--- config.mk ---
export PLATFORM = sky130hd
export DESIGN_NAME = adc_seq_ctrl
export DESIGN_NICKNAME = d
export VERILOG_FILES = /design/src/rtl/adc_seq_pkg.sv /design/src/rtl/adc_seq_timer.sv /design/src/rtl/adc_seq_engine.sv /design/src/rtl/adc_seq_ctrl.sv
export SDC_FILE = /design/constraint.sdc
export NUM_CORES = 1
export LEC_CHECK = 0
export BUFFER_PORTS_ARGS = -buffer_cell sky130_fd_sc_hd__buf_2
export CORE_MARGIN = 1
export CORE_UTILIZATION = 56
export CTS_CLUSTER_DIAMETER = 200
export DETAILED_ROUTE_END_ITERATION = 8
export PLACE_DENSITY = 0.88
export SKIP_LAST_GASP = 1
export SYNTH_ARGS = -nofsm -noshare
export SYNTH_HDL_FRONTEND = slang
export SYNTH_HIERARCHICAL = 1
export SYNTH_SLANG_ARGS = --single-unit
--- constraint.sdc ---
create_clock -name clk_i -period 2.5 [get_ports clk_i]
set_clock_uncertainty 0.2 [all_clocks]
set_input_delay 0.5 -clock clk_i [delete_from_list [all_inputs] [get_ports clk_i]]
set_output_delay 0.5 -clock clk_i [all_outputs]
set_load 0.005 [all_outputs]
--- src/rtl/adc_seq_pkg.sv ---
package adc_seq_pkg;
   localparam int unsigned ADR_CTRL   = 'h00;
   localparam int unsigned ADR_PERIOD = 'h01;
   localparam int unsigned ADR_MASK   = 'h02;
   localparam int unsigned ADR_STAT   = 'h03;
   localparam int unsigned ADR_IEN    = 'h04;

   localparam int unsigned BIT_AVG  = 3;
   localparam int unsigned BIT_GO   = 4;
   localparam int unsigned BIT_AUTO = 5;

   typedef enum logic [1:0] {
      ENG_IDLE = 2'd0,
      ENG_REQ  = 2'd1,
      ENG_WAIT = 2'd2
   } eng_state_e;
endpackage

--- src/rtl/adc_seq_timer.sv ---
module adc_seq_timer #(
   parameter int unsigned PERIOD_W = 8
) (
   input  logic                clk_i,
   input  logic                rst_ni,
   input  logic                run_i,
   input  logic [PERIOD_W-1:0] period_i,
   output logic                tick_o
);
   logic [PERIOD_W-1:0] cnt_q;

   assign tick_o = run_i && (cnt_q == period_i);

   always_ff @(posedge clk_i or negedge rst_ni) begin
      if (!rst_ni)      cnt_q <= '0;
      else if (!run_i)  cnt_q <= '0;
      else if (tick_o)  cnt_q <= '0;
      else              cnt_q <= cnt_q + PERIOD_W'(1);
   end
endmodule

--- src/rtl/adc_seq_engine.sv ---
module adc_seq_engine
   import adc_seq_pkg::*;
#(
   parameter int unsigned CH_W  = 3,
   parameter int unsigned RES_W = 12,
   parameter int unsigned AVG_N = 4
) (
   input  logic             clk_i,
   input  logic             rst_ni,
   input  logic             job_start_i,
   input  logic [CH_W-1:0]  job_ch_i,
   input  logic             job_avg_i,
   output logic             busy_o,
   output logic             conv_start_o,
   output logic [CH_W-1:0]  conv_ch_o,
   input  logic             conv_done_i,
   input  logic [RES_W-1:0] conv_data_i,
   output logic             res_valid_o,
   output logic [CH_W-1:0]  res_ch_o,
   output logic [RES_W-1:0] res_data_o
);
   localparam int unsigned AVG_LOG2 = $clog2(AVG_N);
   localparam int unsigned ACC_W    = RES_W + AVG_LOG2;
   localparam int unsigned CNT_W    = (AVG_LOG2 > 0) ? AVG_LOG2 : 1;

   eng_state_e         state_q;
   logic [CH_W-1:0]    ch_q;
   logic               avg_q;
   logic [CNT_W-1:0]   cnt_q;
   logic [ACC_W-1:0]   acc_q;
   logic [ACC_W-1:0]   acc_next;
   logic [RES_W-1:0]   avg_val;
   logic               last_sample;

   assign acc_next    = acc_q + ACC_W'(conv_data_i);
   assign last_sample = !avg_q || (cnt_q == CNT_W'(AVG_N - 1));

   generate
      if (AVG_LOG2 == 0) begin : g_no_avg
         assign avg_val = acc_next[RES_W-1:0];
      end else begin : g_avg
         assign avg_val = acc_next[ACC_W-1:AVG_LOG2];
      end
   endgenerate

   assign busy_o       = (state_q != ENG_IDLE);
   assign conv_start_o = (state_q == ENG_REQ);
   assign conv_ch_o    = ch_q;
   assign res_ch_o     = ch_q;

   always_ff @(posedge clk_i or negedge rst_ni) begin
      if (!rst_ni) begin
         state_q     <= ENG_IDLE;
         ch_q        <= '0;
         avg_q       <= 1'b0;
         cnt_q       <= '0;
         acc_q       <= '0;
         res_valid_o <= 1'b0;
         res_data_o  <= '0;
      end else begin
         res_valid_o <= 1'b0;
         unique case (state_q)
            ENG_IDLE: if (job_start_i) begin
               ch_q    <= job_ch_i;
               avg_q   <= job_avg_i;
               cnt_q   <= '0;
               acc_q   <= '0;
               state_q <= ENG_REQ;
            end
            ENG_REQ: state_q <= ENG_WAIT;
            ENG_WAIT: if (conv_done_i) begin
               if (last_sample) begin
                  res_data_o  <= avg_q ? avg_val : conv_data_i;
                  res_valid_o <= 1'b1;
                  state_q     <= ENG_IDLE;
               end else begin
                  acc_q   <= acc_next;
                  cnt_q   <= cnt_q + CNT_W'(1);
                  state_q <= ENG_REQ;
               end
            end
            default: state_q <= ENG_IDLE;
         endcase
      end
   end
endmodule

--- src/rtl/adc_seq_ctrl.sv ---
module adc_seq_ctrl
   import adc_seq_pkg::*;
#(
   parameter int unsigned NUM_CH   = 8,
   parameter int unsigned RES_W    = 12,
   parameter int unsigned AVG_N    = 4,
   parameter int unsigned PERIOD_W = 8,
   parameter int unsigned ADDR_W   = 8,
   parameter int unsigned RES_BASE = 'h10
) (
   input  logic                       clk_i,
   input  logic                       rst_ni,
   input  logic [ADDR_W-1:0]          bus_addr_i,
   input  logic [7:0]                 bus_wdata_i,
   input  logic                       bus_we_i,
   output logic [7:0]                 bus_rdata_o,
   output logic                       irq_o,
   output logic                       conv_start_o,
   output logic [$clog2(NUM_CH)-1:0]  conv_ch_o,
   input  logic                       conv_done_i,
   input  logic [RES_W-1:0]           conv_data_i
);
   localparam int unsigned CH_W = $clog2(NUM_CH);
   localparam int unsigned LO_W = RES_W - 8;

   initial begin
      assert (NUM_CH >= 2 && NUM_CH <= 8 && (1 << CH_W) == NUM_CH)
         else $error("NUM_CH must be a power of two from 2 to 8");
      assert (RES_W >= 9 && RES_W <= 16) else $error("RES_W out of range");
      assert (PERIOD_W >= 1 && PERIOD_W <= 8) else $error("PERIOD_W out of range");
      assert ((1 << $clog2(AVG_N)) == AVG_N) else $error("AVG_N not a power of two");
      assert (RES_BASE + 2 * NUM_CH <= (1 << ADDR_W)) else $error("result window outside address space");
   end

   logic [CH_W-1:0]     ch_q;
   logic                avg_q, go_q, auto_q, eoc_q, ien_q;
   logic [PERIOD_W-1:0] period_q;
   logic [NUM_CH-1:0]   mask_q, todo_q;
   logic [RES_W-1:0]    res_q [NUM_CH];
   logic [NUM_CH*RES_W-1:0] res_flat;

   logic wr_ctrl, wr_period, wr_mask, wr_stat, wr_ien;
   logic busy, tick, start_single, start_scan, job_start, seq_done;
   logic [CH_W-1:0] job_ch;
   logic eng_busy, eng_res_valid;
   logic [CH_W-1:0]  eng_res_ch;
   logic [RES_W-1:0] eng_res_data;

   assign wr_ctrl   = bus_we_i && (bus_addr_i == ADDR_W'(ADR_CTRL));
   assign wr_period = bus_we_i && (bus_addr_i == ADDR_W'(ADR_PERIOD));
   assign wr_mask   = bus_we_i && (bus_addr_i == ADDR_W'(ADR_MASK));
   assign wr_stat   = bus_we_i && (bus_addr_i == ADDR_W'(ADR_STAT));
   assign wr_ien    = bus_we_i && (bus_addr_i == ADDR_W'(ADR_IEN));

   assign busy         = (|todo_q) || eng_busy;
   assign start_single = wr_ctrl && bus_wdata_i[BIT_GO] && !busy;
   assign start_scan   = tick && !busy && !start_single && (|mask_q);
   assign job_start    = (|todo_q) && !eng_busy;
   assign seq_done     = eng_res_valid && (todo_q == '0);
   assign irq_o        = eoc_q && ien_q;

   always_comb begin
      job_ch = '0;
      for (int i = NUM_CH - 1; i >= 0; i--) begin
         if (todo_q[i]) job_ch = CH_W'(i);
      end
   end

   adc_seq_timer #(.PERIOD_W(PERIOD_W)) u_timer (
      .clk_i    (clk_i),
      .rst_ni   (rst_ni),
      .run_i    (auto_q),
      .period_i (period_q),
      .tick_o   (tick)
   );

   adc_seq_engine #(.CH_W(CH_W), .RES_W(RES_W), .AVG_N(AVG_N)) u_engine (
      .clk_i        (clk_i),
      .rst_ni       (rst_ni),
      .job_start_i  (job_start),
      .job_ch_i     (job_ch),
      .job_avg_i    (avg_q),
      .busy_o       (eng_busy),
      .conv_start_o (conv_start_o),
      .conv_ch_o    (conv_ch_o),
      .conv_done_i  (conv_done_i),
      .conv_data_i  (conv_data_i),
      .res_valid_o  (eng_res_valid),
      .res_ch_o     (eng_res_ch),
      .res_data_o   (eng_res_data)
   );

   always_ff @(posedge clk_i or negedge rst_ni) begin
      if (!rst_ni) begin
         ch_q     <= '0;
         avg_q    <= 1'b0;
         go_q     <= 1'b0;
         auto_q   <= 1'b0;
         eoc_q    <= 1'b0;
         ien_q    <= 1'b0;
         period_q <= '0;
         mask_q   <= '0;
         todo_q   <= '0;
      end else begin
         if (job_start)    todo_q <= todo_q & ~(NUM_CH'(1) << job_ch);
         if (start_single) todo_q <= NUM_CH'(1) << bus_wdata_i[CH_W-1:0];
         if (start_scan)   todo_q <= mask_q;
         if (seq_done)     go_q   <= 1'b0;
         if (start_single) go_q   <= 1'b1;
         if (wr_ctrl) begin
            ch_q   <= bus_wdata_i[CH_W-1:0];
            avg_q  <= bus_wdata_i[BIT_AVG];
            auto_q <= bus_wdata_i[BIT_AUTO];
            if (bus_wdata_i == 8'h00) todo_q <= '0;
         end
         if (wr_period) period_q <= bus_wdata_i[PERIOD_W-1:0];
         if (wr_mask)   mask_q   <= bus_wdata_i[NUM_CH-1:0];
         if (wr_ien)    ien_q    <= bus_wdata_i[0];
         if (wr_stat)   eoc_q    <= eoc_q & bus_wdata_i[0];
         if (seq_done)  eoc_q    <= 1'b1;
      end
   end

   generate
      for (genvar g = 0; g < NUM_CH; g++) begin : g_res
         always_ff @(posedge clk_i or negedge rst_ni) begin
            if (!rst_ni)
               res_q[g] <= '0;
            else if (eng_res_valid && (eng_res_ch == CH_W'(g)))
               res_q[g] <= eng_res_data;
         end
         assign res_flat[g*RES_W +: RES_W] = res_q[g];
      end
   endgenerate

   always_comb begin
      bus_rdata_o = '0;
      if (bus_addr_i == ADDR_W'(ADR_CTRL)) begin
         bus_rdata_o[CH_W-1:0] = ch_q;
         bus_rdata_o[BIT_AVG]  = avg_q;
         bus_rdata_o[BIT_GO]   = go_q;
         bus_rdata_o[BIT_AUTO] = auto_q;
      end
      if (bus_addr_i == ADDR_W'(ADR_PERIOD)) bus_rdata_o = 8'(period_q);
      if (bus_addr_i == ADDR_W'(ADR_MASK))   bus_rdata_o = 8'(mask_q);
      if (bus_addr_i == ADDR_W'(ADR_STAT))   bus_rdata_o = {7'd0, eoc_q};
      if (bus_addr_i == ADDR_W'(ADR_IEN))    bus_rdata_o = {7'd0, ien_q};
      for (int i = 0; i < NUM_CH; i++) begin
         if (bus_addr_i == ADDR_W'(RES_BASE + 2 * i))
            bus_rdata_o = res_q[i][RES_W-1 -: 8];
         if (bus_addr_i == ADDR_W'(RES_BASE + 2 * i + 1))
            bus_rdata_o = 8'(res_q[i][LO_W-1:0]);
      end
   end
endmodule

Yosys cells after proc, flatten, opt, wreduce, memory -nomap -nowiden. Cells that the tools add are included.

Register bits: 171. Output and inout bits: 13. Word-level logic and storage cells: 166.

$add $sub $neg: 3. Eq/ne operators: 34. Shift-type cells: 2. Mux-type cells: 56. Bitwise logic cells: 3. Reductions and logical operators: 43.

Operators by type and width (count): $mux W8 (27); $eq A8 B5 Y1 const B (16); $mux W14 (3); $pmux W14 S2 (1); $logic_not A8 Y1 (3); $mux W3 (8); $logic_and A1 B1 Y1 (22); $eq A8 B2 Y1 const B (2); $reduce_or A8 Y1 (2); $shl A1 B3 Y8 const A (2); $add A14 B12 Y14 (1); $eq A3 B3 Y1 const B (4); $mux W12 (1); $mux W2 (5); $add A8 B1 Y8 const B (1); $and A8 B8 Y8 (1); $eq A8 B1 Y1 const B (1); $eq A8 B3 Y1 const B (1); $eq A8 B8 Y1 (1); $mux W1 (8); $not A8 Y8 (1); $reduce_bool A2 Y1 (4); $eq A3 B2 Y1 const B (2); $mux W6 (1); 15 further kinds (23).

Depth between registers and ports, before layout.
Word-level depth: 22. Depth in mapped cells: 10. Mapped depth without buffers: 10.

Hierarchy. Netlist, hierarchy kept.

By module, submodules not included: adc_seq_ctrl (instances 1, cells each 567, area each 6572.6 um^2, seq. area each 3203.1 um^2); adc_seq_engine (instances 1, cells each 230, area each 2164.6 um^2, seq. area each 875.8 um^2); adc_seq_timer (instances 1, cells each 47, area each 484.2 um^2, seq. area each 200.2 um^2).

Worst setup path after synthesis. Ideal clock, no wire load.

Kind: in2out. Start point: input bus_addr_i[5]. End point: output bus_rdata_o[2]. Arrival time: 1.912 ns. Setup slack: -0.112 ns. Stages on the path: 6. Buffers on the path: 1. Cell sequence: or4b_1 -> buf_2 -> nor3_4 -> o2111ai_1 -> o221a_1 -> o32ai_2.

Word-level cells in the longest chain between the ends: 22. Elaborated cells on any way between the ends: 42.

RTL lines: start: declaration (RTL line adc_seq_ctrl.sv:13) `input logic [ADDR_W-1:0] bus_addr_i,`; $logic_not A8 Y1 (RTL line adc_seq_ctrl.sv:138) `if (bus_addr_i == ADDR_W'(ADR_CTRL)) begin`; $mux W6 (RTL line adc_seq_ctrl.sv:138); $mux W8 (RTL line adc_seq_ctrl.sv:144) `if (bus_addr_i == ADDR_W'(ADR_PERIOD)) bus_rdata_o = 8'(period_q);`; $mux W8 (RTL line adc_seq_ctrl.sv:145) `if (bus_addr_i == ADDR_W'(ADR_MASK)) bus_rdata_o = 8'(mask_q);`; $mux W8 (RTL line adc_seq_ctrl.sv:146) `if (bus_addr_i == ADDR_W'(ADR_STAT)) bus_rdata_o = {7'd0, eoc_q};`; $mux W8 (RTL line adc_seq_ctrl.sv:147) `if (bus_addr_i == ADDR_W'(ADR_IEN)) bus_rdata_o = {7'd0, ien_q};`; $mux W8 (RTL line adc_seq_ctrl.sv:149) `if (bus_addr_i == ADDR_W'(RES_BASE + 2 * i))`; $mux W8 (RTL line adc_seq_ctrl.sv:151) `if (bus_addr_i == ADDR_W'(RES_BASE + 2 * i + 1))`; [... 6 more ...]; $mux W8 (RTL line adc_seq_ctrl.sv:149); $mux W8 (RTL line adc_seq_ctrl.sv:151); $mux W8 (RTL line adc_seq_ctrl.sv:149); $mux W8 (RTL line adc_seq_ctrl.sv:151); $mux W8 (RTL line adc_seq_ctrl.sv:149); $mux W8 (RTL line adc_seq_ctrl.sv:151); $mux W8 (RTL line adc_seq_ctrl.sv:149); $mux W8 (*) (RTL line adc_seq_ctrl.sv:151); end: declaration (RTL line adc_seq_ctrl.sv:16) `output logic [7:0] bus_rdata_o,`.

Mark *: on every way between the ends. The rest lies on a longest branch, timed or not.

Worst setup path in the final report.
Start point: input bus_addr_i[7]. End point: output bus_rdata_o[4].

Same word-level chain as after synthesis.

==> metrics.md <==
| Metric | Value |
|---|---|
| CP Data Required Time | `between 1500 and 2000 ps` |
| Setup WS pre-CTS | `-381 ps` |
| Crit share post-route | `1.15` |
| Flop-to-flop setup slack | `30 ps` |
| DIE AREA | `17000 µm²` |
| Clock-pin slew on the worst setup and hold paths | `roughly 70 ps` |
| Max-slew violation count | `0` |
| RSZ-0062 raised after global routing | `true` |
| Leakage dissipation | `5.14 nW` |
| Drt first-iter violations | `722` |
| Ys Warns | `6` |
| #FFs+latches synth | `171` |
| WHS Endpoint | `mask_q[6]` |
| Die width | `130 µm` |
| P&R area growth vs syn | `21.2%` |
| Cell variety after synth | `80` |
| Hold_sp | `bus_wdata_i[6]` |
| Overall Global Routing Usage | `0.313` |
| Vias | `7627` |
| Total I/O pin count | `45` |
| Tmin final | `around 2900 ps` |
| Ant. Diodes | `0` |
| Detailed Place HPWL | `17300 µm` |
| Net Sw Power | `3.42 mW` |
| Syn_nets | `a little under 900` |
| Internal Pwr Total | `6.74 mW` |
| Sequential share of power | `0.447` |
| Top_reg_cell synth | `dfrtp_1` |
| Slowest stage delay, CP | `610 ps` |
| Core Rows | `46` |
| Final setup fails | `8` |
| Total detailed-routing wirelength | `25100 µm` |
| Worst r2r src | `u_engine/acc_q[0]` |
| Post-synth EDFFs | `0` |
| Asr flop ratio synth | `1.00` |
| Critical path type | `in -> out` |
| H-tree depth | `4` |
| DRT antenna net count | `0` |
| Largest net degree at the start of global routing | `58` |
| Pwr Density | `909 nW/µm²` |
| Port Buffers | `between 40 and 50` |
| Worst EP arrival | `2170 ps` |
| Placer Congestion | `0.924` |
| Vias/cell | `roughly 6.4` |
| Failing checks | `negative setup slack` |
| Per-cell routed wire length | `21.0 µm` |
| MaxCap Viol Count | `0` |
| Highest clock rate | `0.349 GHz` |
| Status | `finished, violations left` |
| Critical-path cell list | `buf_8 > or4b_4 > nor3b_4 > buf_4 > a22o_1 > a21oi_1 > o22ai_1 > buf_2` |
| Worst skew pair latency | `430 ps` |
| Area of placed instances | `around 10000 µm²` |
| Syn avg cell area | `10.9 µm²` |
| CTS sink count | `171` |
| Final worst setup slack | `-368 ps` |
| Max clock buf depth | `2` |
| Hold Path Depth | `2` |
| First-pass GRT wire length | `39800 µm` |
| Pwr Total | `10.2 mW` |
| Sequential area share after synthesis | `0.464` |
| FF-to-FF End | `u_engine/res_data_o[6]` |
| Switching part of the total | `0.336` |
| Worst Path Max Fanout | `7` |
| CTS Buf Count | `17` |
| Final core area utilization | `0.699` |
| Normalized max-slew margin | `0.623` |
| Final #Nets | `about 1000` |
| Filler cells | `1090` |
| Combinational power share | `0.292` |
| Initial antenna violation count | `0` |
| Power share of the clock group | `0.260` |
| Die Y | `130 µm` |
| TritonCTS clock tree | `yes` |
| Worst hold-check path type | `in -> reg` |
| Finished Cell Area | `around 11000 µm²` |
| Placed Cells | `1155` |
| Core Area | `16000 µm²` |
| Starting Density | `0.576` |
| Crit path max-delay cell type | `or4b_4` |
| R2r worst-path depth | `10` |
| Worst slew pin tran | `565 ps` |
| Worst setup SP type | `input pin` |
| CP endpoint kind | `output pin` |
| GRT overflow | `0` |
| Fin cells | `approximately 1200` |
| Vias in the first global route | `approximately 7600` |
| Cell area after synthesis | `9220 µm²` |
| Root buffer cell | `clkbuf_16` |
| Max IR drop VDD | `0.560 mV` |
| DRT Pass-1 Iters | `5` |
| DRC Markers | `0` |
| Layout cells sized above 1 | `0.369` |
| Final hold vios | `0` |
| Synthesized instance count | `844` |
==> critical path: cells and delay by family <==
kind,cells,cell delay (ps)
buffers and inverters,3,400
AO/OA/AOI/OAI,3,340
AND/OR/NAND/NOR,2,900
==> metrics by stage <==
stage | setup TNS, ps | hold slack, ps
floorplan | -128 | 4.41
global placement | -4060 | 257
detailed placement | -5210 | 265
CTS | -2640 | 127
global route | -3290 | 160
finish | -2700 | 157
==> state kept, by name, indices dropped and copies added, names as in the netlist, 2 cells and up <==
signal / cells
u_engine/state_q: 2
mask_q: 8
u_engine/res_data_o: 12
u_timer/cnt_q: 8
ch_q: 3
u_engine/conv_ch_o: 3
u_engine/cnt_q: 2
period_q: 8
res_flat: 96
todo_q: 8
u_engine/acc_q: 14
==> cell type report <==
type                    count  area [µm²]  share of cell area
multi-input cells         607        4800               0.429
flip-flops and latches    171        4280               0.383
repair buffers            152        1170               0.105
clock buffers              19         453              0.0405
well taps                 216         270              0.0242
clock inverters            13         140              0.0125
inverters                  18        67.6             0.00604
==> timing repair <==
| action | CTS | global route |
|---|---|---|
| gates cloned | 0 | 0 |
| hold buffers | 1 | 0 |
| setup buffers | 5 | 3 |
| endpoints found under the setup margin | 12 | 13 |
| pin swaps | 15 | 17 |
| resized for setup | 19 | 18 |
| endpoints found under the hold margin | 52 | 0 |
==> how the worst max path moves through the flow <==
| stage | startpoint | end | cells past startpoint |
|---|---|---|---|
| global placement | bus_addr_i[1] | bus_rdata_o[3] | 9 |
| detailed placement | bus_addr_i[1] | bus_rdata_o[6] | 6 |
| global route | bus_addr_i[7] | bus_rdata_o[5] | 8 |
| finish | bus_addr_i[7] | bus_rdata_o[4] | 8 |
| floorplan | bus_addr_i[5] | bus_rdata_o[2] | 6 |
| CTS | eoc_q | bus_rdata_o[0] | 6 |
==> cell families (layout without fill, tap and decap cells) <==
group           Yosys count  after routing  synth area share
buf+inv                  66            202            0.0316
flops                   171            171             0.464
mux                     150            150             0.188
simple gates            241            241             0.142
fa+ha+maj                15             15            0.0212
compound gates          183            183             0.136
xor+xnor                 18             18            0.0171
==> synth_stat cells (all sizes together) (7+ instances only) <==
master | count | area [µm²]
nand3 | 27 | 135
o21ai | 41 | 209
nor2b | 13 | 88.8
xor2 | 12 | 105
a21oi | 46 | 238
mux2i | 24 | 240
nor2 | 46 | 178
nand2 | 69 | 259
inv | 18 | 67.6
or3 | 7 | 43.8
a211oi | 9 | 67.6
ha | 14 | 175
nand2b | 10 | 62.6
and2 | 8 | 50.1
buf | 30 | 155
a21o | 7 | 52.6
a22oi | 8 | 60.1
o21a | 7 | 52.6
dfrtp | 171 | 4280
mux2 | 119 | 1340
clkbuf | 18 | 68.8
nor4 | 8 | 92.6
nor3 | 16 | 96.4
mux4 | 7 | 158
a22o | 9 | 78.8
==> power by group through the flow <==
stage               logic (mW)  clock network (mW)  registers, mW
floorplan                 2.11                   0           4.15
global placement          2.68                   0           4.44
detailed placement        2.83                   0           4.52
CTS                       2.88                2.67           4.50
global route              3.22                2.79           4.64
finish                    2.97                2.64           4.55
==> layout by cell type (no fill, tap or decap), types with 8 or more instances in the layout <==
master and count:
buf_4 99, nand3_1 23, clkbuf_16 17, mux2i_1 24, mux2_2 119, nor2_1 44, xor2_1 12, a211oi_1 8
buf_2 38, dfrtp_1 171, o21ai_1 8, o21ai_0 32, inv_1 14, nand2b_1 10, nand2_1 69, a21oi_1 39
ha_1 13, a22o_1 9, nor2b_1 12, nor3_1 13
==> routing by layer <==
| metal | vias up | share of wire | GRT usage |
|---|---|---|---|
| met5 | - | 0 | 0 |
| met3 | 84 | 0.083 | 0.0713 |
| li1 | 3359 | - | - |
| met4 | 0 | 0.032 | 0.116 |
| met2 | 445 | 0.48 | 0.508 |
| met1 | 3739 | 0.41 | 0.409 |
No activity file was read; power rests on OpenSTA's default activity.
